$ cat src/rtl/dlc_pkg.sv
package dlc_pkg;
  localparam int WORD_W = 16;
  localparam int DESC_WORDS = 4;

  typedef struct packed {
    logic       half;
    logic       inv;
    logic [5:0] tab;
    logic [7:0] nwords;
  } band_ctl_t;

  typedef enum logic [2:0] {
    ST_IDLE, ST_DECIDE, ST_DESC, ST_SETUP, ST_LINE
  } fetch_state_t;
endpackage

$ cat src/rtl/dlc_timing.sv
module dlc_timing #(
  parameter int H_ACTIVE = 64,
  parameter int H_BLANK  = 16,
  parameter int V_ACTIVE = 6,
  parameter int V_BLANK  = 2,
  parameter int XW       = 16
) (
  input  logic          clk,
  input  logic          rst,
  output logic          line_start,
  output logic          frame_start,
  output logic          line_act,
  output logic          hblank,
  output logic          active,
  output logic [XW-1:0] x
);
  localparam int H_TOTAL = H_ACTIVE + H_BLANK;
  localparam int V_TOTAL = V_ACTIVE + V_BLANK;
  localparam int HW = $clog2(H_TOTAL);
  localparam int VW = $clog2(V_TOTAL);

  logic [HW-1:0] hcnt;
  logic [VW-1:0] vcnt;

  always_ff @(posedge clk) begin
    if (rst) begin
      hcnt <= '0;
      vcnt <= VW'(V_TOTAL - 1);
    end else if (hcnt == HW'(H_TOTAL - 1)) begin
      hcnt <= '0;
      vcnt <= (vcnt == VW'(V_TOTAL - 1)) ? '0 : vcnt + 1'b1;
    end else begin
      hcnt <= hcnt + 1'b1;
    end
  end

  assign line_start  = (hcnt == '0);
  assign frame_start = line_start && (vcnt == VW'(V_TOTAL - 1));
  assign line_act    = (vcnt < VW'(V_ACTIVE));
  assign hblank      = (hcnt < HW'(H_BLANK));
  assign active      = line_act && !hblank;
  assign x           = XW'(hcnt) - XW'(H_BLANK);
endmodule

$ cat src/rtl/dlc_fetch.sv
module dlc_fetch
  import dlc_pkg::*;
#(
  parameter int FD = 4,
  localparam int W  = WORD_W,
  localparam int PW = $clog2(FD),
  localparam int LW = $clog2(FD + 1)
) (
  input  logic          clk,
  input  logic          rst,
  input  logic [W-1:0]  list_head,
  input  logic          line_start,
  input  logic          frame_start,
  input  logic          line_act,
  output logic          mem_req,
  output logic [W-1:0]  mem_addr,
  input  logic          mem_ack,
  input  logic [W-1:0]  mem_rdata,
  input  logic          pop,
  output logic [W-1:0]  head_word,
  output logic          buf_empty,
  output logic [LW-1:0] level,
  output logic          band_on,
  output band_ctl_t     ctl
);
  fetch_state_t   state;
  logic [W-1:0]   dcb_ptr, dcb_base, lines_left, line_addr, fetch_addr;
  logic [7:0]     fetch_left;
  logic [1:0]     idx;
  logic [7:0]     nw;
  logic [W-1:0]   buf_mem [FD];
  logic [PW-1:0]  wp, rp;
  logic           push;

  assign nw = {ctl.nwords[7:1], 1'b0};
  assign mem_req = (state == ST_DESC) ||
                   (state == ST_LINE && fetch_left != 8'd0 && level <= LW'(FD - 2));
  assign mem_addr = (state == ST_DESC) ? dcb_base + W'(idx) : fetch_addr;
  assign push = (state == ST_LINE) && mem_req && mem_ack && !line_start;
  assign head_word = buf_mem[rp];
  assign buf_empty = (level == '0);

  // Line buffer storage: no reset, single write port.
  always_ff @(posedge clk) begin
    if (push) buf_mem[wp] <= mem_rdata;
  end

  always_ff @(posedge clk) begin
    if (rst || line_start) begin
      wp <= '0;
      rp <= '0;
      level <= '0;
    end else begin
      if (push) wp <= wp + 1'b1;
      if (pop) rp <= rp + 1'b1;
      level <= level + LW'(push) - LW'(pop);
    end
  end

  always_ff @(posedge clk) begin
    if (rst) begin
      state <= ST_IDLE;
      dcb_ptr <= '0;
      dcb_base <= '0;
      lines_left <= '0;
      line_addr <= '0;
      fetch_addr <= '0;
      fetch_left <= '0;
      idx <= '0;
      band_on <= 1'b0;
      ctl <= '0;
    end else if (line_start) begin
      state <= line_act ? ST_DECIDE : ST_IDLE;
      if (frame_start) begin
        dcb_ptr <= list_head;
        lines_left <= '0;
        band_on <= 1'b0;
      end
    end else begin
      case (state)
        ST_DECIDE: begin
          if (lines_left != '0) begin
            state <= ST_SETUP;
          end else if (dcb_ptr != '0) begin
            dcb_base <= dcb_ptr;
            idx <= '0;
            state <= ST_DESC;
          end else begin
            band_on <= 1'b0;
            state <= ST_IDLE;
          end
        end
        ST_DESC: if (mem_ack) begin
          idx <= idx + 1'b1;
          case (idx)
            2'd0: dcb_ptr <= mem_rdata;
            2'd1: ctl <= band_ctl_t'(mem_rdata);
            2'd2: line_addr <= mem_rdata;
            default: begin
              lines_left <= mem_rdata;
              if (mem_rdata != '0) begin
                state <= ST_SETUP;
              end else if (dcb_ptr != '0) begin
                dcb_base <= dcb_ptr;
                idx <= '0;
              end else begin
                band_on <= 1'b0;
                state <= ST_IDLE;
              end
            end
          endcase
        end
        ST_SETUP: begin
          band_on <= 1'b1;
          fetch_addr <= line_addr;
          fetch_left <= nw;
          line_addr <= line_addr + W'(nw);
          lines_left <= lines_left - 1'b1;
          state <= ST_LINE;
        end
        ST_LINE: if (push) begin
          fetch_addr <= fetch_addr + 1'b1;
          fetch_left <= fetch_left - 1'b1;
        end
        default: ;
      endcase
    end
  end
endmodule

$ cat src/rtl/dlc_pixel.sv
module dlc_pixel
  import dlc_pkg::*;
#(
  localparam int W = WORD_W
) (
  input  logic         clk,
  input  logic         rst,
  input  logic         line_start,
  input  logic         active,
  input  logic [W-1:0] x,
  input  logic         band_on,
  input  band_ctl_t    ctl,
  input  logic [W-1:0] head_word,
  input  logic         buf_empty,
  input  logic [W-1:0] cursor_x,
  input  logic [W-1:0] cursor_pat,
  output logic         pop,
  output logic         pix_d
);
  logic [W-1:0] word_reg, word_now, dx;
  logic [4:0]   pc, pc_now;
  logic [3:0]   bit_idx;
  logic [7:0]   shown, nw;
  logic         have, in_band, load, show, last, dbit, cbit, chit;

  assign nw      = {ctl.nwords[7:1], 1'b0};
  assign in_band = active && band_on && (x >= W'({ctl.tab, 4'b0000}));
  assign load    = in_band && !have && (shown < nw);
  assign pop     = load && !buf_empty;
  assign word_now = load ? (buf_empty ? '0 : head_word) : word_reg;
  assign pc_now  = load ? 5'd0 : pc;
  assign show    = in_band && (have || load);
  assign bit_idx = ctl.half ? pc_now[4:1] : pc_now[3:0];
  assign last    = ctl.half ? (pc_now == 5'd31) : (pc_now == 5'd15);
  assign dbit    = show && word_now[4'd15 - bit_idx];

  assign dx   = x - cursor_x;
  assign chit = active && (cursor_x != '1) && (x >= cursor_x) && (dx < W'(16));
  assign cbit = chit && cursor_pat[4'd15 - dx[3:0]];

  assign pix_d = dbit ^ (band_on && ctl.inv) ^ cbit;

  always_ff @(posedge clk) begin
    if (rst || line_start) begin
      have <= 1'b0;
      pc <= '0;
      shown <= '0;
      word_reg <= '0;
    end else if (show) begin
      word_reg <= word_now;
      pc <= pc_now + 1'b1;
      have <= !last;
      if (load) shown <= shown + 1'b1;
    end
  end
endmodule

$ cat src/rtl/scanline_display_ctrl.sv
module scanline_display_ctrl
  import dlc_pkg::*;
#(
  parameter int H_ACTIVE   = 64,
  parameter int H_BLANK    = 16,
  parameter int V_ACTIVE   = 6,
  parameter int V_BLANK    = 2,
  parameter int FIFO_DEPTH = 4
) (
  input  logic        clk,
  input  logic        rst,
  input  logic [15:0] list_head,
  input  logic [15:0] cursor_x,
  input  logic [15:0] cursor_pat,
  output logic        mem_req,
  output logic [15:0] mem_addr,
  input  logic        mem_ack,
  input  logic [15:0] mem_rdata,
  output logic        pix,
  output logic        pix_valid,
  output logic        hsync,
  output logic        vsync
);
  localparam int LW = $clog2(FIFO_DEPTH + 1);

  logic            line_start, frame_start, line_act, hblank, active;
  logic [15:0]     x, head_word;
  logic            buf_empty, band_on, pop, pix_d;
  logic [LW-1:0]   fifo_level;
  band_ctl_t       ctl;

  dlc_timing #(
    .H_ACTIVE(H_ACTIVE), .H_BLANK(H_BLANK),
    .V_ACTIVE(V_ACTIVE), .V_BLANK(V_BLANK), .XW(WORD_W)
  ) u_timing (
    .clk, .rst, .line_start, .frame_start, .line_act, .hblank, .active, .x
  );

  dlc_fetch #(.FD(FIFO_DEPTH)) u_fetch (
    .clk, .rst, .list_head, .line_start, .frame_start, .line_act,
    .mem_req, .mem_addr, .mem_ack, .mem_rdata, .pop,
    .head_word, .buf_empty, .level(fifo_level), .band_on, .ctl
  );

  dlc_pixel u_pixel (
    .clk, .rst, .line_start, .active, .x, .band_on, .ctl,
    .head_word, .buf_empty, .cursor_x, .cursor_pat, .pop, .pix_d
  );

  always_ff @(posedge clk) begin
    if (rst) begin
      pix <= 1'b0;
      pix_valid <= 1'b0;
      hsync <= 1'b0;
      vsync <= 1'b0;
    end else begin
      pix <= active && pix_d;
      pix_valid <= active;
      hsync <= hblank;
      vsync <= !line_act;
    end
  end
endmodule

$ cat config.mk
export PLATFORM = sky130hd
export DESIGN_NAME = scanline_display_ctrl
export DESIGN_NICKNAME = d
export VERILOG_FILES = /design/src/rtl/dlc_pkg.sv /design/src/rtl/dlc_timing.sv /design/src/rtl/dlc_fetch.sv /design/src/rtl/dlc_pixel.sv /design/src/rtl/scanline_display_ctrl.sv
export SDC_FILE = /design/constraint.sdc
export NUM_CORES = 1
export LEC_CHECK = 0
export ABC_AREA = 1
export CAP_MARGIN = 10
export CORE_ASPECT_RATIO = 1.2
export CORE_MARGIN = 5
export CORE_UTILIZATION = 40
export CTS_CLUSTER_DIAMETER = 150
export DETAILED_ROUTE_END_ITERATION = 8
export DONT_BUFFER_PORTS = 1
export PLACE_DENSITY = 0.62
export SETUP_SLACK_MARGIN = 0.05
export SYNTH_ARGS = -nofsm -noshare
export SYNTH_HDL_FRONTEND = slang
export SYNTH_SLANG_ARGS = --single-unit
$ cat constraint.sdc
create_clock -name clk -period 9.1 [get_ports clk]
set_clock_uncertainty 0.2 [all_clocks]
set_input_delay 2.275 -clock clk [delete_from_list [all_inputs] [get_ports clk]]
set_output_delay 2.275 -clock clk [all_outputs]
set_load 0.02 [all_outputs]
==> results of run 1 <==
==> power groups by stage <==
stage,Sequential [uW],Combinational [uW],Clock (uW)
floorplan,1120,263,0
global route,1120,381,1250
global placement,1130,328,0
detailed placement,1130,332,0
CTS,1110,334,1200
finish,1110,335,1180
==> cells in the final DEF, fill, tap and decap left out, types with 9 or more instances in the layout <==
cell type	netlist	final
ha_1	54	54
nor2_1	152	152
nand3_1	80	80
nand4_1	20	20
inv_1	215	214
buf_4	2	13
nor4_1	9	9
a31oi_1	45	45
nand2_1	372	372
dfxtp_1	162	162
clkbuf_16	0	27
or2_2	10	10
edfxtp_1	64	64
nor3_1	30	30
inv_2	13	14
xor2_1	31	31
o21ai_0	136	136
xnor2_1	10	10
a221oi_1	17	17
a21oi_1	156	156
==> cells in the mapped netlist (all sizes together), types with 2 or more instances <==
library cell,instances
buf,22
nand2,377
clkbuf,42
dfxtp,162
o21ai,141
inv,228
o31ai,4
nor3b,2
a31oi,45
edfxtp,64
xor2,31
fa,4
or4,4
o22ai,2
a21oi,158
nand3,82
nand4,21
clkinv,3
a41oi,3
a221oi,17
xnor2,10
nor4,9
nor3,35
nand3b,4
a211oi,5
ha,54
or2,10
nor2,157
==> stage by stage <==
| step | util | hold slack [ns] | total power [uW] |
|---|---|---|---|
| global route | 0.4433 | 0.2772 | 2743 |
| finish | 0.4433 | 0.2454 | 2629 |
| floorplan | - | 0.2173 | 1385 |
| detailed placement | 0.4119 | 0.2425 | 1463 |
| global placement | 0.4119 | 0.2301 | 1459 |
| CTS | 0.4433 | 0.2509 | 2648 |
==> cell type report <==
cell class / count / share of cell area
Inverter: 231 / 0.06273
Timing Repair Buffer: 13 / 0.007061
Clock inverter: 19 / 0.02073
Tap cell: 401 / 0.03630
Multi-Input combinational cell: 1181 / 0.4494
Clock buffer: 29 / 0.05015
Sequential cell: 226 / 0.3737
==> kinds of logic after synthesis <==
kind of cell	synth area share
adder cells (fa/ha/maj)	0.06033
AND/OR/NAND/NOR	0.2389
buffers and inverters	0.09230
multiplexers	0.0008989
flip-flops	0.4123
AO/OA/AOI/OAI	0.1665
XOR/XNOR	0.02867
==> per-layer routing <==
metal | up-vias | part of all wire
li1 | 5616 | -
met1 | 5096 | 0.43
met2 | 229 | 0.49
met3 | 61 | 0.052
met4 | 2 | 0.026
met5 | - | 0.00038
==> worst max-delay path by stage <==
stage                        start            to  slack (ns)  cells after the start
finish              u_fetch.idx[0]  mem_addr[12]        3.09                     17
global route        u_fetch.idx[0]  mem_addr[12]        2.76                     17
CTS                 u_fetch.idx[0]  mem_addr[12]        3.10                     17
detailed placement  u_fetch.idx[0]  mem_addr[12]        3.68                     17
global placement    u_fetch.idx[0]  mem_addr[12]        3.68                     17
floorplan           u_fetch.idx[0]  mem_addr[12]        3.95                     17
==> results by group, run 1 <==
Critical path
  – Reg2Reg Setup Slack: 5.14 ns
  – CP Buf/Inv Count: 5
  – Worst setup EP type: primary output
  – Worst path arrival time: 3.53 ns
  – Family with the most delay on the worst path: simple AND/OR/NAND/NOR gates
  – Crit path top cell by count: inv_1
  – Worst r2r src: u_timing.hcnt[4]
  – Worst path cell trace: ha_1 > inv_1 > fa_1 > nor3_1 > inv_1 > nor2_1 > inv_1 > nor2_2 > inv_1 > nor2_2 > inv_2 > nor3_2 > nand2_1 > nor2_1 > nand2_1 > xor2_1 > o21ai_0
  – CP max stage delay: 0.53 ns
  – Worst Path Class, Setup: flop to primary output
  – Reg-to-reg critical path endpoint: u_fetch.level[2]
  – CP max FO: 5
  – R2R depth: 20
  – WP data required: 6.63 ns
  – Worst path slowest cell: o21ai_0
  – Startpoint Class: flop

Global routing
  – First-pass GRT wire length: 54,500 um
  – Initial antenna violation count: 1
  – Gr busiest metal: met2
  – GR Util All Layers: 0.1920
  – M1 GR Usage: 0.2495
  – Met3 usage: 0.02999
  – Vias in the first global route: 10,420
  – GRT overflow: 0
  – Pin count of the biggest net entering global routing: 88
  – GRT met2 Usage: 0.3316

Power
  – Internal power: 1932 uW
  – Power per cell area: 190.2 mW/mm^2
  – Comb pwr share: 0.127
  – Peak supply drop: 0.1338 mV
  – Reg power frac: 0.423
  – Clock share of power: 0.450
  – Leakage power: 0.005560 uW
  – P_sw: 697.3 uW
  – Switching part of the total: 0.2653

Clock network
  – Worst-skew pair later-pin latency: 0.53 ns
  – Root Driver: clkbuf_16
  – CTS buffer count: 26
  – Clock Tree Buf Depth: 3
  – Hold Buf Count CTS: 0
  – CTS tree: yes
  – Post-CTS setup buffer count: 0
  – CTS resizes: 0
  – CTS Sinks: 226
  – CTS HTree Levels: 1
  – Clock slew at the register clock pins of the worst setup and hold paths: 0.06 ns

STA
  – Relative slew slack: 0.2931
  – Slew Limit Fails: 0
  – Fmax: 0.1665 GHz
  – RSZ-0062 raised after global routing: false
  – Final setup violation count: 0
  – Endpoints failing hold: 0
  – Fin Setup TNS: 0 ns
  – Worst-Margin Slew: 1.057 ns
  – Fin crit period: 6.006 ns
  – Setup WS post-layout: 3.094 ns
  – Period utilization: 0.6600

Route
  – Initial DRC Count: 818
  – DR WL/cell: 16.18 um
  – Vias per inst: 5.240
  – Routed Antenna Nets: 0
  – Total Wirelength: 33,970 um
  – Total number of vias: 11,000
  – Remaining DRCs: 0
  – Drt pass-1 iters: 5

Floorplan
  – Die height: 203.9 um
  – Initial Util: 0.4017
  – Die X: 171.5 um
  – Core ar.: 0.03118 sq mm
  – # IOs: 88
  – # rows: 71
  – Die ar.: 0.03497 sq mm

Worst hold path
  – HP Class: flop to flop
  – Endpoint, Worst Hold: u_timing.hcnt[0]
  – Hold Path Cell Cnt: 1
  – Worst hold path startpoint: u_timing.hcnt[0]

Finish
  – Area Growth Syn to Fin: 10.35%
  – Antenna diodes: 0
  – Nets: 1,804
  – Share of layout cells above drive strength 1: 0.06004
  – # fillers: 3,094
  – Largest register FFs: 64
  – Layout Cells excl Fill: 2,100
  – Largest reg by FF count: u_fetch.buf_mem
  – Post-route cell area: 0.01382 sq mm
  – Sequential standard cell area: 0.005165 sq mm
  – Area of the multi-input gates: 0.006211 sq mm

Placed design
  – Placed insts: 2,052
  – Routability congestion estimate from global placement: 0.8887
  – Worst Setup Slack post-DPL: 3.676 ns
  – HPWL after DPL: 24,190 um
  – Dpl cell area: 0.01284 sq mm
  – Port bufs: 0

Logic synthesis
  – Post-synthesis cell type count: 47
  – Avg Synthesized Cell Area: 7.359 sq um
  – Mapped Area: 0.01253 sq mm
  – Largest cells by area after synthesis: dfxtp_1, edfxtp_1, nand2_1, inv_1, a21oi_1
  – YS warnings: 0
  – Top FF cell, synth: dfxtp_1
  – Cells after Synth: 1,702
  – Top cell type's share of synthesized area: 0.2589
  – #FFs+latches synth: 226
  – Seq/Total Area, Yosys: 0.4123
  – Ys async rst share: 0
  – Post-Syn Nets: 1,827
  – Number of synthesized flops with an enable pin: 64
  – Synth area leader: dfxtp_1

Outcome
  – Outcome: finished, final reports clean

Job
  – Max-Cap Viols: 0
(Power assumes the default switching activity.)
==> inputs of run 2 (changes only) <==
==> constraint.sdc (replaced) <==
create_clock -name clk -period 6.2 [get_ports clk]
set_clock_uncertainty 0.2 [all_clocks]
set_input_delay 1.55 -clock clk [delete_from_list [all_inputs] [get_ports clk]]
set_output_delay 1.55 -clock clk [all_outputs]
set_load 0.02 [all_outputs]
==> results by group, run 2 (synthesis gave the netlist of run 1 again) <==
Clock network
  – CTS HTree Levels: 1
  – CTS Sinks: 226
  – CTS tree: yes
  – Clock Tree Buf Depth: 3
  – Hold Buf Count CTS: 0
  – Worst-skew pair later-pin latency: 0.53 ns
  – Clock slew at the register clock pins of the worst setup and hold paths: 0.06 ns
  – Root Driver: clkbuf_16
  – CTS resizes: 0
  – CTS buffer count: 24
  – Post-CTS setup buffer count: 0

Route
  – DR WL/cell: 16.35 um
  – Total Wirelength: 34,300 um
  – Remaining DRCs: 0
  – Vias per inst: 5.248
  – Total number of vias: 11,010
  – Drt pass-1 iters: 5
  – Routed Antenna Nets: 0
  – Initial DRC Count: 738

Finish
  – Area Growth Syn to Fin: 10.13%
  – Antenna diodes: 0
  – Largest register FFs: 64
  – # fillers: 3,118
  – Most common cell after layout, fill and taps aside: nand2_1
  – Share of layout cells above drive strength 1: 0.06070
  – Most frequent cells in the layout: nand2_1, inv_1, dfxtp_1
  – Post-route cell area: 0.01379 sq mm
  – Largest reg by FF count: u_fetch.buf_mem
  – Nets: 1,804

Critical path
  – Worst r2r src: u_timing.hcnt[4]
  – WP data required: 4.45 ns
  – Worst path arrival time: 3.49 ns
  – Crit. Startpoint: u_fetch.idx[0]
  – Crit path to: mem_addr[12]
  – Reg-to-reg critical path endpoint: u_fetch.level[2]
  – Startpoint Class: flop
  – Worst setup EP type: primary output
  – R2R depth: 19
  – Worst Path Class, Setup: flop to primary output
  – CP max FO: 5
  – Reg2Reg Setup Slack: 2.28 ns

Floorplan
  – Die ar.: 0.03497 sq mm
  – Die height: 203.9 um
  – # rows: 71
  – Die X: 171.5 um
  – Initial Util: 0.4017
  – # IOs: 88
  – Core ar.: 0.03118 sq mm

Power
  – Leakage power: 0.005540 uW
  – P_sw: 1014 uW
  – Switching part of the total: 0.2660
  – Internal power: 2798 uW
  – Peak supply drop: 0.1743 mV
  – Power per cell area: 276.3 mW/mm^2
  – Comb pwr share: 0.130
  – Reg power frac: 0.427
  – Clock share of power: 0.443

STA
  – Setup WS post-layout: 0.9594 ns
  – Relative slew slack: 0.2900
  – WHS: 0.2447 ns
  – Worst-Margin Slew: 1.064 ns
  – Fmax: 0.1908 GHz
  – Final setup violation count: 0
  – RSZ-0062 raised after global routing: false
  – Fin crit period: 5.241 ns
  – Slew Limit Fails: 0
  – Period utilization: 0.8453
  – Endpoints failing hold: 0
  – Fin Setup TNS: 0 ns

Outcome
  – Outcome: finished, final reports clean

Worst hold path
  – HP Class: flop to flop
  – Worst hold path startpoint: u_timing.hcnt[0]

Placed design
  – HPWL after DPL: 24,450 um
  – Port bufs: 0
  – Routability congestion estimate from global placement: 0.8553
  – Dpl cell area: 0.01286 sq mm
  – Worst Setup Slack post-DPL: 1.502 ns

Global routing
  – First-pass GRT wire length: 55,030 um
  – Initial antenna violation count: 1
  – GR Util All Layers: 0.1943
  – Pin count of the biggest net entering global routing: 47
  – Vias in the first global route: 10,760
  – GRT overflow: 0

Job
  – Max-Cap Viols: 0
## run 2: stage by stage
stage            util  power [uW]  std cells
6_report       0.4424        3811       2098
5_1_grt        0.4424        3978       2098
4_1_cts        0.4424        3841       2098
2_1_floorplan       -        2032       1702
3_3_place_gp   0.4123        2141       2054
3_5_place_dp   0.4123        2150       2054
## run 2: worst min-delay path by stage
stage | to | slack (ns) | cells past startpoint
after CTS | u_timing.hcnt[0] | 0.25 | 1
after global placement | u_timing.hcnt[0] | 0.23 | 1
final | u_timing.hcnt[0] | 0.24 | 1
after detailed placement | u_timing.hcnt[0] | 0.24 | 1
after floorplan | u_timing.hcnt[0] | 0.22 | 1
after global routing | u_timing.hcnt[0] | 0.26 | 1
## run 2: power by group through the flow
stage                     Combinational [uW]  Sequential (uW)  Clock [uW]
after global placement                   483             1660           0
after CTS                                494             1630        1720
after global routing                     566             1640        1780
after detailed placement                 490             1660           0
after floorplan                          387             1650           0
final                                    494             1630        1690
## run 2: final cells by class
class | instances | area, sq um | share of cell area
multi-input combinational | 1181 | 6211 | 0.4502
sequential | 226 | 5165 | 0.3744
inverter | 231 | 867.1 | 0.06286
clock buffer | 26 | 618.1 | 0.04481
tap | 401 | 501.7 | 0.03637
clock inverter | 18 | 319.1 | 0.02313
timing repair buffer | 15 | 112.6 | 0.008163
## run 2: per-layer routing
metal / vias to the layer above / track usage / part of all wire
li1: 5604 / - / -
met3: 73 / 0.03057 / 0.051
met2: 245 / 0.3421 / 0.49
met5: - / 0 / 0.00038
met4: 2 / 0.06906 / 0.034
met1: 5087 / 0.2392 / 0.42
## run 2: critical path: stages, from the launching register on
cell     delay, ns
dfxtp_1       0.42
ha_1          0.19
inv_1         0.06
fa_1          0.40
nor3_1        0.20
inv_1         0.07
nor2_1        0.08
inv_1         0.06
nor2_2        0.09
inv_1         0.05
nor2_2        0.13
inv_2         0.05
nor3_2        0.14
nand2_1       0.09
nor2_1        0.13
nand2_1       0.11
xor2_1        0.15
o21ai_0       0.53
==> inputs of run 3 (changes only) <==
--- a/config.mk
+++ b/config.mk
@@ -13,7 +13,7 @@
 export CTS_CLUSTER_DIAMETER = 150
 export DETAILED_ROUTE_END_ITERATION = 8
 export DONT_BUFFER_PORTS = 1
-export PLACE_DENSITY = 0.62
+export PLACE_DENSITY = 0.64
 export SETUP_SLACK_MARGIN = 0.05
 export SYNTH_ARGS = -nofsm -noshare
 export SYNTH_HDL_FRONTEND = slang
==> constraint.sdc (replaced) <==
create_clock -name clk -period 4.75 [get_ports clk]
set_clock_uncertainty 0.2 [all_clocks]
set_input_delay 1.1875 -clock clk [delete_from_list [all_inputs] [get_ports clk]]
set_output_delay 1.1875 -clock clk [all_outputs]
set_load 0.02 [all_outputs]
==> results by group, run 3 (synthesis gave the netlist of run 1 again) <==
Outcome
  – Outcome: finished, final reports clean

Power
  – Power per cell area: 350.3 mW/mm^2
  – Final Power: 4856 uW
  – Peak supply drop: 0.2596 mV
  – Internal power: 3541 uW
  – P_sw: 1315 uW
  – Clock share of power: 0.426
  – Switching part of the total: 0.2708
  – Comb pwr share: 0.135
  – Leakage power: 0.005584 uW
  – Reg power frac: 0.438

Route
  – Initial DRC Count: 717
  – Vias per inst: 5.248
  – Routed Antenna Nets: 0
  – DR WL/cell: 16.12 um
  – Remaining DRCs: 0
  – Total number of vias: 11,070
  – Drt pass-1 iters: 5
  – Total Wirelength: 34,010 um

Critical path
  – WP data required: 3.36 ns
  – Worst path slowest cell: dfxtp_4
  – Reg2Reg Setup Slack: 0.99 ns
  – Startpoint Class: flop
  – Worst Path Class, Setup: flop to primary output
  – CP max FO: 5
  – Family with the most delay on the worst path: simple AND/OR/NAND/NOR gates
  – CP max stage delay: 0.38 ns
  – Worst path cell trace: ha_4 > inv_1 > fa_2 > nor3_2 > inv_1 > nor2_1 > inv_1 > nor2_2 > inv_1 > nor2_4 > inv_2 > nor3_4 > nand2_2 > nor2_4 > nand2_2 > nor3_2 > xnor2_1 > o21ai_2
  – Worst setup EP type: primary output
  – CP Buf/Inv Count: 5
  – Worst path arrival time: 3.09 ns
  – Crit path top cell by count: inv_1

STA
  – Fin Setup TNS: 0 ns
  – RSZ-0062 raised after global routing: false
  – Fin crit period: 4.482 ns
  – Period utilization: 0.9437
  – Relative slew slack: 0.2859
  – Setup WS post-layout: 0.2675 ns
  – Fmax: 0.2231 GHz
  – Endpoints failing hold: 0
  – Final setup violation count: 0
  – Worst-Margin Slew: 1.068 ns
  – Slew Limit Fails: 0

Global routing
  – Pin count of the biggest net entering global routing: 44
  – First-pass GRT wire length: 53,620 um
  – GRT overflow: 0
  – Vias in the first global route: 10,310
  – GR Util All Layers: 0.1896
  – Initial antenna violation count: 1

Placed design
  – Port bufs: 0
  – HPWL after DPL: 24,430 um
  – Routability congestion estimate from global placement: 0.8860
  – Worst Setup Slack post-DPL: 0.5092 ns

Finish
  – Largest reg by FF count: u_fetch.buf_mem
  – Largest register FFs: 64
  – Most common cell after layout, fill and taps aside: nand2_1
  – Most frequent cells in the layout: nand2_1, inv_1, dfxtp_1
  – Area Growth Syn to Fin: 10.68%
  – Antenna diodes: 0
  – Nets: 1,815
  – # fillers: 3,090
  – Final Util: 0.4446
  – Share of layout cells above drive strength 1: 0.06963

Clock network
  – Clock slew at the register clock pins of the worst setup and hold paths: 0.06 ns
  – Root Driver: clkbuf_16
  – Hold Buf Count CTS: 0
  – CTS buffer count: 25
  – CTS tree: yes
  – CTS Sinks: 226
  – Worst-skew pair later-pin latency: 0.52 ns
  – CTS HTree Levels: 1
  – Clock Tree Buf Depth: 3

Floorplan
  – Die X: 171.5 um
  – # IOs: 88
  – Core ar.: 0.03118 sq mm
  – Initial Util: 0.4017
  – Die ar.: 0.03497 sq mm
  – # rows: 71
  – Die height: 203.9 um

Worst hold path
  – HP Class: flop to flop

Job
  – Max-Cap Viols: 0
run 3: through the flow:
stage	instances	hold slack (ns)	cell area (sq um)
2_1_floorplan	1702	0.2173	12530
3_3_place_gp	2061	0.2294	12910
3_5_place_dp	2061	0.2425	12910
4_1_cts	2107	0.2518	13790
5_1_grt	2110	0.2628	13860
6_report	2110	0.2503	13860
run 3: repair_timing:
action / 4_1_cts / 5_1_grt
setup buffers: 0 / 2
resized for setup: 2 / 14
cloned: 0 / 0
endpoints found under the setup margin: 2 / 4
pin swaps: 0 / 3
run 3: routing by layer:
layer  GRT usage  wire, um
met5           0        13
met4     0.07246      1389
met3     0.02650      2212
met2      0.3275     16610
met1      0.2387     13780
run 3: area by class of cell:
class / instances / area (sq um) / share of cell area
Multi-Input combinational cell: 1181 / 6261 / 0.4516
Sequential cell: 226 / 5170 / 0.3729
Inverter: 231 / 867.1 / 0.06255
Clock buffer: 31 / 668.1 / 0.04819
Tap cell: 401 / 501.7 / 0.03619
Clock inverter: 15 / 207.7 / 0.01498
Timing Repair Buffer: 25 / 187.7 / 0.01354
run 3: final timing paths:
kind | cells past startpoint | to | start
worst max register to register | 19 | u_fetch.level[2] | u_timing.hcnt[4]
worst min register to register | 1 | u_timing.hcnt[0] | u_timing.hcnt[0]
worst max-delay path | 18 | mem_addr[14] | u_fetch.idx[0]
worst min-delay path | 1 | u_timing.hcnt[0] | u_timing.hcnt[0]
run 3: power groups by stage:
| stage | Combinational, uW | Sequential [uW] | Clock, uW |
|---|---|---|---|
| floorplan | 505 | 2150 | 0 |
| global placement | 634 | 2160 | 0 |
| detailed placement | 644 | 2170 | 0 |
| CTS | 649 | 2120 | 2110 |
| global route | 747 | 2140 | 2180 |
| finish | 657 | 2130 | 2070 |
run 3: worst register-to-register path: cells and delay by family, from the launching register on:
kind,cells,cell delay (ns)
buffers and inverters,4,0.26
XOR/XNOR,1,0.16
AND/OR/NAND/NOR,8,1.08
flip-flops,1,0.43
adder cells (fa/ha/maj),6,1.49
